**src/rtl/opx_pkg.sv**
```systemverilog
`timescale 1ns/1ps
package opx_pkg;

  typedef enum logic [2:0] {
    EXC_NONE    = 3'd0,
    EXC_ILLEGAL = 3'd1,
    EXC_BKPT    = 3'd2,
    EXC_LINE_A  = 3'd3,
    EXC_LINE_F  = 3'd4,
    EXC_DIVZ    = 3'd5
  } exc_cause_e;

  // Map a cause to its vector number; breakpoints share the illegal vector.
  function automatic int unsigned vec_of(exc_cause_e c,
                                         int unsigned v_ill,
                                         int unsigned v_divz,
                                         int unsigned v_la,
                                         int unsigned v_lf);
    case (c)
      EXC_ILLEGAL, EXC_BKPT: return v_ill;
      EXC_DIVZ:              return v_divz;
      EXC_LINE_A:            return v_la;
      EXC_LINE_F:            return v_lf;
      default:               return 0;
    endcase
  endfunction

endpackage

```
**src/rtl/opx_line_detect.sv**
```systemverilog
`timescale 1ns/1ps
// Flags the two emulation lines from the top nibble of the opcode.
module opx_line_detect #(
  parameter logic [3:0] NIB_A = 4'hA,
  parameter logic [3:0] NIB_F = 4'hF
) (
  input  logic [3:0] top_nib,
  output logic       line_a,
  output logic       line_f
);
  assign line_a = (top_nib == NIB_A);
  assign line_f = (top_nib == NIB_F);
endmodule

```
**src/rtl/opx_trap_detect.sv**
```systemverilog
`timescale 1ns/1ps
// Detects the reserved always-trap words and the breakpoint opcode range.
module opx_trap_detect #(
  parameter int unsigned      OPW         = 16,
  parameter logic [OPW-1:0]   RESV_BASE   = 16'h4AFA,
  parameter int unsigned      NRESV       = 3,
  parameter logic [OPW-1:0]   BKPT_BASE   = 16'h4848,
  parameter int unsigned      BKPT_SPAN_L = 3
) (
  input  logic [OPW-1:0] opcode,
  input  logic           bkpt_en,
  output logic           resv_hit,
  output logic           bkpt_hit
);
  logic [NRESV-1:0] resv_match;

  for (genvar i = 0; i < NRESV; i++) begin : g_resv
    assign resv_match[i] = (opcode == OPW'(RESV_BASE + OPW'(i)));
  end

  assign resv_hit = |resv_match;
  assign bkpt_hit = bkpt_en &&
                    (opcode[OPW-1:BKPT_SPAN_L] == BKPT_BASE[OPW-1:BKPT_SPAN_L]);
endmodule

```
**src/rtl/opx_resolve.sv**
```systemverilog
`timescale 1ns/1ps
// Fixed-priority selection of the exception cause.
module opx_resolve
  import opx_pkg::*;
(
  input  logic       line_a,
  input  logic       line_f,
  input  logic       resv_hit,
  input  logic       bkpt_hit,
  input  logic       dec_legal,
  input  logic       is_div,
  input  logic       div_zero,
  output exc_cause_e cause,
  output logic       ack_req
);
  always_comb begin
    ack_req = 1'b0;
    if (line_a)                      cause = EXC_LINE_A;
    else if (line_f)                 cause = EXC_LINE_F;
    else if (resv_hit)               cause = EXC_ILLEGAL;
    else if (bkpt_hit) begin
      cause   = EXC_BKPT;
      ack_req = 1'b1;
    end
    else if (!dec_legal)             cause = EXC_ILLEGAL;
    else if (is_div && div_zero)     cause = EXC_DIVZ;
    else                             cause = EXC_NONE;
  end
endmodule

```
**src/rtl/opx_classifier.sv**
```systemverilog
`timescale 1ns/1ps
module opx_classifier
  import opx_pkg::*;
#(
  parameter int unsigned OPW         = 16,
  parameter int unsigned VEC_W       = 8,
  parameter int unsigned VEC_ILLEGAL = 4,
  parameter int unsigned VEC_DIVZ    = 5,
  parameter int unsigned VEC_LINE_A  = 10,
  parameter int unsigned VEC_LINE_F  = 11
) (
  input  logic             clk,
  input  logic             rst_n,
  input  logic             in_valid,
  input  logic [OPW-1:0]   opcode,
  input  logic             dec_legal,
  input  logic             bkpt_en,
  input  logic             is_div,
  input  logic             div_zero,
  output logic             out_valid,
  output logic [2:0]       exc_cause,
  output logic [VEC_W-1:0] exc_vector,
  output logic [VEC_W+1:0] exc_vaddr,
  output logic             bkpt_ack
);
  localparam int unsigned AW = VEC_W + 2;

  // Named internal events, used by the assertions below.
  logic       line_a, line_f, resv_hit, bkpt_hit, ack_req;
  exc_cause_e cause_next, cause_q;
  logic [VEC_W-1:0] vec_next, vec_q;
  logic [AW-1:0]    addr_next, addr_q;
  logic             valid_q, ack_q;

  opx_line_detect u_line (
    .top_nib (opcode[OPW-1 -: 4]),
    .line_a  (line_a),
    .line_f  (line_f)
  );

  opx_trap_detect #(.OPW(OPW)) u_trap (
    .opcode   (opcode),
    .bkpt_en  (bkpt_en),
    .resv_hit (resv_hit),
    .bkpt_hit (bkpt_hit)
  );

  opx_resolve u_res (
    .line_a    (line_a),
    .line_f    (line_f),
    .resv_hit  (resv_hit),
    .bkpt_hit  (bkpt_hit),
    .dec_legal (dec_legal),
    .is_div    (is_div),
    .div_zero  (div_zero),
    .cause     (cause_next),
    .ack_req   (ack_req)
  );

  assign vec_next  = VEC_W'(vec_of(cause_next, VEC_ILLEGAL, VEC_DIVZ,
                                   VEC_LINE_A, VEC_LINE_F));
  assign addr_next = {vec_next, 2'b00};

  always_ff @(posedge clk) begin
    if (!rst_n) begin
      valid_q <= 1'b0;
      cause_q <= EXC_NONE;
      vec_q   <= '0;
      addr_q  <= '0;
      ack_q   <= 1'b0;
    end else begin
      valid_q <= in_valid;
      if (in_valid) begin
        cause_q <= cause_next;
        vec_q   <= vec_next;
        addr_q  <= addr_next;
        ack_q   <= ack_req;
      end
    end
  end

  assign out_valid  = valid_q;
  assign exc_cause  = cause_q;
  assign exc_vector = vec_q;
  assign exc_vaddr  = addr_q;
  assign bkpt_ack   = ack_q;

  // result appears one edge after the strobe
  a_r10_valid_follows: assert property (@(posedge clk) disable iff (!rst_n)
    in_valid |=> out_valid);

  // idle cycle holds the result
  a_r10_idle_holds: assert property (@(posedge clk) disable iff (!rst_n)
    !in_valid |=> (!out_valid && $stable(exc_cause) && $stable(exc_vector)
                   && $stable(bkpt_ack)));


  a_r3_line_a: assert property (@(posedge clk) disable iff (!rst_n)
    (in_valid && line_a) |=> (exc_cause == 3'd3 && exc_vector == VEC_W'(VEC_LINE_A)));


  a_r4_line_f: assert property (@(posedge clk) disable iff (!rst_n)
    (in_valid && line_f) |=> (exc_cause == 3'd4 && exc_vector == VEC_W'(VEC_LINE_F)));


  a_r2_reserved: assert property (@(posedge clk) disable iff (!rst_n)
    (in_valid && resv_hit) |=> (exc_cause == 3'd1 && exc_vector == VEC_W'(VEC_ILLEGAL)));


  a_r5_ack_is_bkpt: assert property (@(posedge clk) disable iff (!rst_n)
    bkpt_ack |-> (exc_cause == 3'd2 && exc_vector == VEC_W'(VEC_ILLEGAL)));


  a_r6_divz: assert property (@(posedge clk) disable iff (!rst_n)
    (in_valid && dec_legal && is_div && div_zero && !line_a && !line_f
     && !resv_hit && !bkpt_hit) |=> (exc_cause == 3'd5));


  a_r8_none_clean: assert property (@(posedge clk) disable iff (!rst_n)
    (exc_cause == 3'd0) |-> (exc_vector == '0 && !bkpt_ack));


  a_r9_addr_x4: assert property (@(posedge clk) disable iff (!rst_n)
    exc_vaddr[1:0] == 2'b00 && exc_vaddr[AW-1:2] == exc_vector);
endmodule

```
**config.mk**
```make
export PLATFORM = sky130hd
export DESIGN_NAME = opx_classifier
export DESIGN_NICKNAME = d
export VERILOG_FILES = /design/src/rtl/opx_pkg.sv /design/src/rtl/opx_line_detect.sv /design/src/rtl/opx_trap_detect.sv /design/src/rtl/opx_resolve.sv /design/src/rtl/opx_classifier.sv
export SDC_FILE = /design/constraint.sdc
export NUM_CORES = 1
export LEC_CHECK = 0
export ABC_AREA = 1
export ABC_CLOCK_PERIOD_IN_PS = 1700
export CORE_MARGIN = 4
export CORE_UTILIZATION = 31
export CTS_CLUSTER_SIZE = 12
export DETAILED_ROUTE_END_ITERATION = 8
export HOLD_SLACK_MARGIN = 0.05
export PLACE_DENSITY = 0.8
export REMOVE_ABC_BUFFERS = 1
export SLEW_MARGIN = 20
export SYNTH_ARGS = -nofsm -noshare
export SYNTH_HDL_FRONTEND = slang
export SYNTH_SLANG_ARGS = --single-unit
```
**constraint.sdc**
```tcl
create_clock -name clk -period 1.7 [get_ports clk]
set_clock_uncertainty 0.1 [all_clocks]
set_input_delay 0.51 -clock clk [delete_from_list [all_inputs] [get_ports clk]]
set_output_delay 0.51 -clock clk [all_outputs]
set_load 0.02 [all_outputs]
```
==> results of run 1 <==
-- placed cells by master, fill, tap and decap left out, types with 5 or more instances in the layout --
cell type / n
dfxtp_1: 8
buf_4: 10
a21oi_1: 5
inv_1: 10
clkdlybuf4s50_1: 14
nand2_1: 19
nor2_1: 8
dlygate4sd2_1: 13
dlymetal6s2s_1: 8
conb_1: 10
-- cells by family after synthesis --
family                 Yosys count  synth area share (%)
AOI/OAI and AO/OA               11                  12.2
other                            1                 0.691
DFF                              8                  29.5
buffers and inverters           25                  27.7
and+or+nand+nor                 38                  30.0
-- metrics by stage --
stage | cell area, um^2 | setup TNS, ns
after floorplan | 464 | 0
after global placement | 895 | -1.00
after detailed placement | 895 | -1.42
after CTS | 916 | 0
after global routing | 953 | -0.0662
final | 953 | 0
-- routing by layer --
layer / routed length [um] / vias to the layer above
li1: - / 320
met1: 601 / 291
met2: 878 / 29
met3: 118 / 6
met4: 54 / 0
met5: 0 / -
-- final cells by class --
class / count / area (um^2) / share of cell area (%)
clock buffers: 3 / 22.5 / 2.36
inverters: 10 / 37.5 / 3.94
multi-input cells: 59 / 284 / 29.8
flip-flops and latches: 8 / 160 / 16.8
well taps: 16 / 20.0 / 2.10
repair buffers: 45 / 429 / 45.0
-- sequential cells by signal, summed over array words and instances, names as in the netlist --
signal / count
exc_cause: 3
exc_vaddr: 3
out_valid: 1
bkpt_ack: 1
-- worst max-delay path, cell delays in order --
cell and delay (ns):
clkdlybuf4s50_1 0.44, nor2_1 0.11, nand2_1 0.07, nor2_2 0.13
nand2_2 0.09, nand2_1 0.07, nand2_1 0.06, nand2_2 0.06
nand2_1 0.06, nand2_1 0.07, a21oi_2 0.05
-- worst max-delay path by stage --
| stage | end | start | cells past startpoint |
|---|---|---|---|
| 6_report | exc_vaddr[4] | opcode[7] | 11 |
| 5_1_grt | exc_vaddr[4] | opcode[7] | 11 |
| 4_1_cts | exc_vaddr[4] | opcode[11] | 12 |
| 3_5_place_dp | exc_vaddr[4] | opcode[13] | 11 |
| 3_3_place_gp | exc_vaddr[4] | opcode[11] | 12 |
| 2_1_floorplan | exc_vaddr[4] | opcode[13] | 10 |
-- timing repair --
item,CTS,global route
endpoints found under the hold margin,0,0
setup endpoints to repair,14,6
resized for setup,15,11
pin swaps,1,13
setup buffers,1,1
-- power breakdown --
group | leakage [nW] | switching, mW | internal [mW]
clock | 0.0138 | 0.0552 | 0.0801
sequential | 0.0657 | 0.00526 | 0.197
combinational | 0.484 | 0.0877 | 0.0781
total | 0.564 | 0.148 | 0.355
==> flow_summary_export.csv, run 1 <==
group,metric,value,unit
placement,dp_slack,-0.293,ns
sta,fin_ws,0.0165,ns
floorplan,rows,14,
yosys,ys_top_cells_by_area,"dfxtp_1 (29%), buf_4 (21%), nand2_1 (15%)",
grt,grt_usage,13.2,%
sta,max_freq,594,MHz
grt,overflow,0,
finish,fillers,151,
sta,hold_viol,0,
sta,drv_slew,0,
finish,nets,150,
min_path,hp-start,"bkpt_ack",
critical_path,end_kind,"flop",
clock_network,htree_num_levels,1,
floorplan,ios,46,
critical_path,crit_fanout,3,
clock_network,clk_path_buf_depth,2,
drt,via_per_inst,4.58,
critical_path,worstPathRequired,1.74,ns
critical_path,worstReg2RegEnd,"exc_vaddr[3]",
finish,utilization,60.5,%
clock_network,cts_made_buffers,3,
sta,fin_crit,1.68,ns
drt,drc,0,
critical_path,r2r-start,"exc_vaddr[3]",
floorplan,core-area,1580,um^2
finish,synthToLayoutAreaGrowth,75.6,%
placement,placed_cells,136,
finish,antenna-diode-count,0,
yosys,ys.flop_type,"dfxtp_1",
yosys,synth_area_per_cell,6.54,um^2
grt,grt_max_degree,7,
sta,hold_ws,0.368,ns
pwr,leakagePower,0.564,nW
finish,drive_gt1_share,16.8,%
clock_network,ctsRootBufferMaster,"clkbuf_4",
yosys,synth_edf_count,0,
grt,antenna_found_initial,0,
job,drv_cap,0,
critical_path,r2r_setup_slack,0.93,ns
yosys,ys_seq_area_share,29.5,%
placement,globalplace.congestion,0.762,
yosys,synth.distinct_cells,16,
drt,vias,646,
floorplan,start_util,34.4,%
yosys,synth_top_cell_by_area,"dfxtp_1",
min_path,hold_class,"reg -> reg",
min_path,whs_endpoint,"bkpt_ack",
critical_path,crit_path_start_kind,"primary input",
drt,drt-initial-drc-count,4,
grt,use_met2,24.2,%
outcome,status,"finished clean",
grt,gr-usage-met1,13.3,%
clock_network,clk_latency,0.24,ns
critical_path,r2r_cells,2,
critical_path,arrival,1.72,ns
clock_network,cts_sinks,8,
yosys,yosysMostFrequentCell,"nand2_1",
yosys,synth_area,543,um^2
sta,finalCritPeriodShare,99.0,%
pwr,power,0.504,mW
placement,hpwlAfterDp,1320,um
grt,grt_pass1_wl,2500,um
finish,finalNonFillerCells,141,
critical_path,path_class,"in -> reg",
yosys,syn_inst,83,
sta,rsz0062_at_grt,"yes",
yosys,yosysWarnings,0,
floorplan,die_width,49.9,um
grt,met3_usage,7.23,%
sta,setup_violations,0,
yosys,yosys.area.top_type_share,29.5,%
grt,top_usage_layer,"met2",
drt,firstDrtPassIters,4,
drt,wirelength,1650,um
yosys,yosys-top-cells-count,"nand2_1 (22), buf_4 (15), inv_1 (10)",
floorplan,fp.dieH,49.9,um
min_path,worstHoldPathCells,2,
grt,first_global_vias,635,
clock_network,cts_tree,"yes",
pwr,vdd.ir_drop.worst,0.538,mV
drt,wl_per_cell,11.7,um
pwr,powerDensity,528,nW/um^2
yosys,async_flop_share,0,%
yosys,synth-seq-cells,8,
clock_network,clk_transition_reported_paths,0.05,ns
placement,port-buffer-count,35,
drt,drtAntennaViolNets,0,
floorplan,die-area,2490,um^2
clock_network,cts_hold_buf,0,
Note: power is estimated with default switching activity, not from simulation.
==> run 2, diff against run 1 <==
- CORE_UTILIZATION: 31 -> 32
- CTS_BUF_LIST: unset -> sky130_fd_sc_hd__clkbuf_8
- PLACE_DENSITY: 0.8 -> 0.83
==> run 2 against run 1 <==
Net effect: worst setup slack improved by 0.076 ns; critical path type unchanged; fmax increased by 4.7%; total power increased by 17%; first-iteration DRC count increased to 3.5 times the previous value; sequential power about the same; highest routed layer unchanged; utilization increased by 2.0 points; sequential cell count unchanged; critical path depth decreased by 1; hold slack got worse by 0.0023 ns.
==> flow_summary_export.csv, run 2 (synthesis gave the netlist of run 1 again) <==
group,metric,value,unit
min_path,hp-start,"bkpt_ack",
clock_network,clk_path_buf_depth,2,
finish,final_common_cell,"nand2_1",
placement,dpl_cell_area,895,um^2
finish,nets,150,
clock_network,clk_latency,0.22,ns
critical_path,crit_fanout,2,
floorplan,core-area,1560,um^2
min_path,hold_class,"reg -> reg",
floorplan,rows,14,
grt,antenna_found_initial,0,
clock_network,cts_hold_buf,0,
clock_network,cts_made_buffers,3,
floorplan,ios,46,
placement,placed_cells,136,
floorplan,die-area,2420,um^2
grt,grt_max_degree,7,
pwr,vdd.ir_drop.worst,0.548,mV
drt,drt-initial-drc-count,14,
critical_path,worstPathRequired,1.76,ns
drt,wirelength,1730,um
finish,utilization,62.4,%
finish,final_area,973,um^2
grt,grt_pass1_wl,2650,um
sta,rsz0062_at_grt,"no",
clock_network,cts_tree,"yes",
min_path,whs_endpoint,"bkpt_ack",
drt,vias,636,
critical_path,r2r_setup_slack,0.93,ns
finish,drive_gt1_share,17.6,%
sta,setup_violations,0,
clock_network,ctsRootBufferMaster,"clkbuf_8",
min_path,worstHoldPathCells,2,
sta,fin_crit,1.61,ns
floorplan,die_width,49.2,um
critical_path,path_class,"in -> reg",
pwr,powerDensity,604,nW/um^2
drt,drtAntennaViolNets,0,
job,drv_cap,0,
floorplan,fp.dieH,49.2,um
finish,finalNonFillerCells,141,
pwr,leakagePower,0.587,nW
grt,overflow,0,
sta,max_freq,622,MHz
finish,synthToLayoutAreaGrowth,79.3,%
critical_path,worstReg2RegEnd,"exc_cause[0]",
placement,globalplace.congestion,0.773,
critical_path,r2r-start,"exc_cause[0]",
grt,first_global_vias,618,
clock_network,cts_sinks,8,
placement,hpwlAfterDp,1320,um
critical_path,arrival,1.67,ns
drt,wl_per_cell,12.3,um
drt,via_per_inst,4.51,
sta,drv_slew,0,
clock_network,clk_transition_reported_paths,0.04,ns
drt,firstDrtPassIters,4,
finish,antenna-diode-count,0,
pwr,power,0.587,mW
grt,grt_usage,14.1,%
outcome,status,"finished clean",
floorplan,start_util,34.8,%
drt,drc,0,
critical_path,crit_path_start_kind,"primary input",
critical_path,end_kind,"flop",
critical_path,r2r_cells,2,
placement,port-buffer-count,35,
sta,hold_viol,0,
clock_network,htree_num_levels,1,
sta,finalCritPeriodShare,94.5,%
finish,most-common-layout-cells,"nand2_1 (20), dlygate4sd2_1 (17), inv_1 (10), conb_1 (10), buf_4 (10)",
==> run 2: cell count changes in the layout (fill, tap and decap cells not counted), sizes merged <==
cell and delta:
clkdlybuf4s50 -5, dlygate4sd2 +4, dlymetal6s2s +1
==> run 2: worst max-delay path by stage <==
stage | startpoint | end | cells after the start
2_1_floorplan | opcode[13] | exc_vaddr[4] | 10
3_3_place_gp | opcode[11] | exc_vaddr[4] | 12
3_5_place_dp | opcode[15] | exc_vaddr[4] | 11
4_1_cts | opcode[5] | exc_vaddr[4] | 11
5_1_grt | opcode[1] | exc_vaddr[4] | 10
6_report | opcode[1] | exc_vaddr[4] | 10
==> run 2: stage by stage <==
stage | hold slack [ns] | setup slack [ns] | TNS, ns
final | 0.366 | 0.0928 | 0
after floorplan | 0.440 | 0.279 | 0
after global placement | 0.357 | -0.200 | -0.998
after detailed placement | 0.365 | -0.261 | -1.29
after CTS | 0.368 | 0.00174 | 0
after global routing | 0.394 | 0.00216 | 0
==> run 2: final cells by class <==
type                    instances  area [um^2]
flip-flops and latches          8          160
clock buffers                   3         41.3
well taps                      16         20.0
multi-input cells              59          288
inverters                      10         37.5
repair buffers                 45          427
fillers                       154          586
==> run 2: where the power goes <==
part | total (mW) | leakage [nW] | internal (mW) | switching [mW]
Combinational | 0.162 | 0.500 | 0.0746 | 0.0876
Sequential | 0.203 | 0.0657 | 0.198 | 0.00567
Clock | 0.222 | 0.0216 | 0.153 | 0.0690
Total | 0.587 | 0.587 | 0.425 | 0.162
==> run 2: repair_timing <==
item / CTS / global route
gates resized for setup: 18 / 14
pin swaps: 8 / 18
setup endpoints to repair: 14 / 6
setup buffers: 2 / 0
==> run 2: routing by layer <==
metal	routed length, um	vias up	global-route usage (%)
met3	125	2	5.50
met1	621	286	14.5
met4	8	0	4.27
li1	-	320	-
met5	0	-	0
met2	972	28	25.9
==> run 2: critical path, cell delays in order <==
cell and delay, ns:
clkdlybuf4s50_1 0.41, nand2_1 0.09, nand3_2 0.06, nor2_2 0.11
nand3_2 0.10, nand2_1 0.07, nand2_1 0.06, nand2_1 0.06
nand2_1 0.06, a21oi_2 0.13
==> run 3, diff against run 2 <==
- CORE_MARGIN: 4 -> unset
==> run 3 against run 2 <==
Net effect: worst setup slack worse by 0.073 ns; final area is 0.51% higher; register-to-register slack hardly changed; die area is 23% lower; first-iteration DRC count is 29% lower; hold slack better by 0.0011 ns; total power is 0.82% higher; sequential power hardly changed; non-clock buffer count stayed put; utilization is 1.0 points higher; combinational power is 2% higher; critical path depth stayed put; critical path type unchanged; largest power group unchanged.
==> flow_summary_export.csv, run 3 (synthesis gave the netlist of run 1 again) <==
group,metric,value,unit
outcome,status,"finished clean",
grt,antenna_found_initial,0,
floorplan,ios,46,
drt,wl_per_cell,11.5,um
finish,final_area,978,um^2
critical_path,arrival,1.70,ns
grt,grt_usage,17.1,%
grt,first_global_vias,576,
finish,nets,150,
pwr,powerDensity,605,nW/um^2
clock_network,clk_latency,0.22,ns
critical_path,crit_path_start_kind,"primary input",
pwr,internal_power,0.428,mW
finish,antenna-diode-count,0,
placement,port-buffer-count,35,
pwr,netSwitchingPower,0.165,mW
clock_network,cts_tree,"yes",
drt,drtAntennaViolNets,0,
placement,dp_slack,-0.256,ns
grt,overflow,0,
floorplan,core-area,1540,um^2
sta,setup_violations,0,
sta,finalCritPeriodShare,98.8,%
job,drv_cap,0,
sta,fin_crit,1.68,ns
placement,dpl_cell_area,895,um^2
finish,most-common-layout-cells,"nand2_1 (17), dlygate4sd2_1 (16), dlymetal6s2s_1 (11)",
drt,drt-initial-drc-count,10,
drt,vias,622,
clock_network,cts_sinks,8,
clock_network,ctsRootBufferMaster,"clkbuf_8",
floorplan,die-area,1870,um^2
min_path,hold_class,"reg -> reg",
floorplan,start_util,35.2,%
pwr,power,0.592,mW
pwr,leakagePower,0.601,nW
pwr,p_comb_share,28.0,%
placement,hpwlAfterDp,1120,um
critical_path,worstPathRequired,1.72,ns
floorplan,rows,14,
floorplan,die_width,43.2,um
finish,drive_gt1_share,18.4,%
clock_network,cts_made_buffers,3,
sta,hold_viol,0,
drt,firstDrtPassIters,4,
sta,max_freq,595,MHz
drt,via_per_inst,4.41,
clock_network,clk_transition_reported_paths,0.04,ns
pwr,seqPwrFrac,34.2,%
placement,globalplace.congestion,0.769,
drt,wirelength,1630,um
sta,fin_ws,0.0201,ns
grt,grt_max_degree,7,
critical_path,crit_fanout,3,
pwr,clkPwrFrac,37.7,%
pwr,vdd.ir_drop.worst,0.556,mV
sta,hold_ws,0.367,ns
critical_path,path_class,"in -> reg",
clock_network,clk_path_buf_depth,2,
floorplan,fp.dieH,43.2,um
finish,synthToLayoutAreaGrowth,80.2,%
drt,drc,0,
pwr,swShare,27.8,%
finish,final_common_cell,"nand2_1",
sta,drv_slew,0,
critical_path,end_kind,"flop",
clock_network,htree_num_levels,1,
clock_network,cts_hold_buf,0,
grt,grt_pass1_wl,2350,um
## run 3: metrics by stage
step                      TNS (ns)  utilization (%)  instances
final                            0             63.5        141
after global routing       -0.0601             63.5        141
after CTS                        0             60.4        140
after detailed placement     -1.28             58.0        136
after global placement       -1.01             58.0        136
after floorplan                  0                -         77
## run 3: power by group through the flow
| stage | Combinational (mW) | Clock (mW) | Sequential, mW |
|---|---|---|---|
| floorplan | 0.0505 | 0 | 0.226 |
| global placement | 0.169 | 0 | 0.206 |
| detailed placement | 0.172 | 0 | 0.206 |
| CTS | 0.160 | 0.228 | 0.203 |
| global route | 0.179 | 0.243 | 0.204 |
| finish | 0.166 | 0.224 | 0.203 |
## run 3: final timing paths
kind                     start           end  slack [ns]  cells after the start
setup / recovery       bkpt_en  exc_vaddr[4]        0.02                     10
hold reg to reg   exc_cause[2]  exc_cause[2]        0.37                      2
hold / removal    exc_cause[2]  exc_cause[2]        0.37                      2
setup reg to reg  exc_vaddr[2]  exc_vaddr[2]        0.93                      2
## run 3: what timing repair did
action	in CTS	in global routing
gates resized for setup	18	16
pin swaps	9	16
setup endpoints to repair	14	6
gates cloned	0	0
buffers inserted	1	1
## run 3: critical path: stages
cell             delay (ns)
clkdlybuf4s50_1        0.49
nand2_1                0.09
nor2_2                 0.15
nand2_2                0.09
nand2_2                0.07
nand2_2                0.05
nand2_2                0.06
nand2_1                0.05
nand2_1                0.08
a21oi_2                0.06
## run 3: cell type report
cell class | count | area [um^2]
sequential | 8 | 160
inverter | 10 | 37.5
tap | 16 | 20.0
fill | 138 | 563
clock buffer | 3 | 41.3
multi-input combinational | 59 | 287
timing repair buffer | 45 | 433
## run 3: routing by layer
| metal | vias to the layer above | global-route usage [%] | part of all wire [%] |
|---|---|---|---|
| met4 | 0 | 3.64 | 2.3 |
| met5 | - | 0 | 0 |
| met2 | 27 | 29.6 | 53 |
| met3 | 4 | 7.66 | 5.4 |
| met1 | 271 | 19.1 | 39 |
| li1 | 320 | - | - |
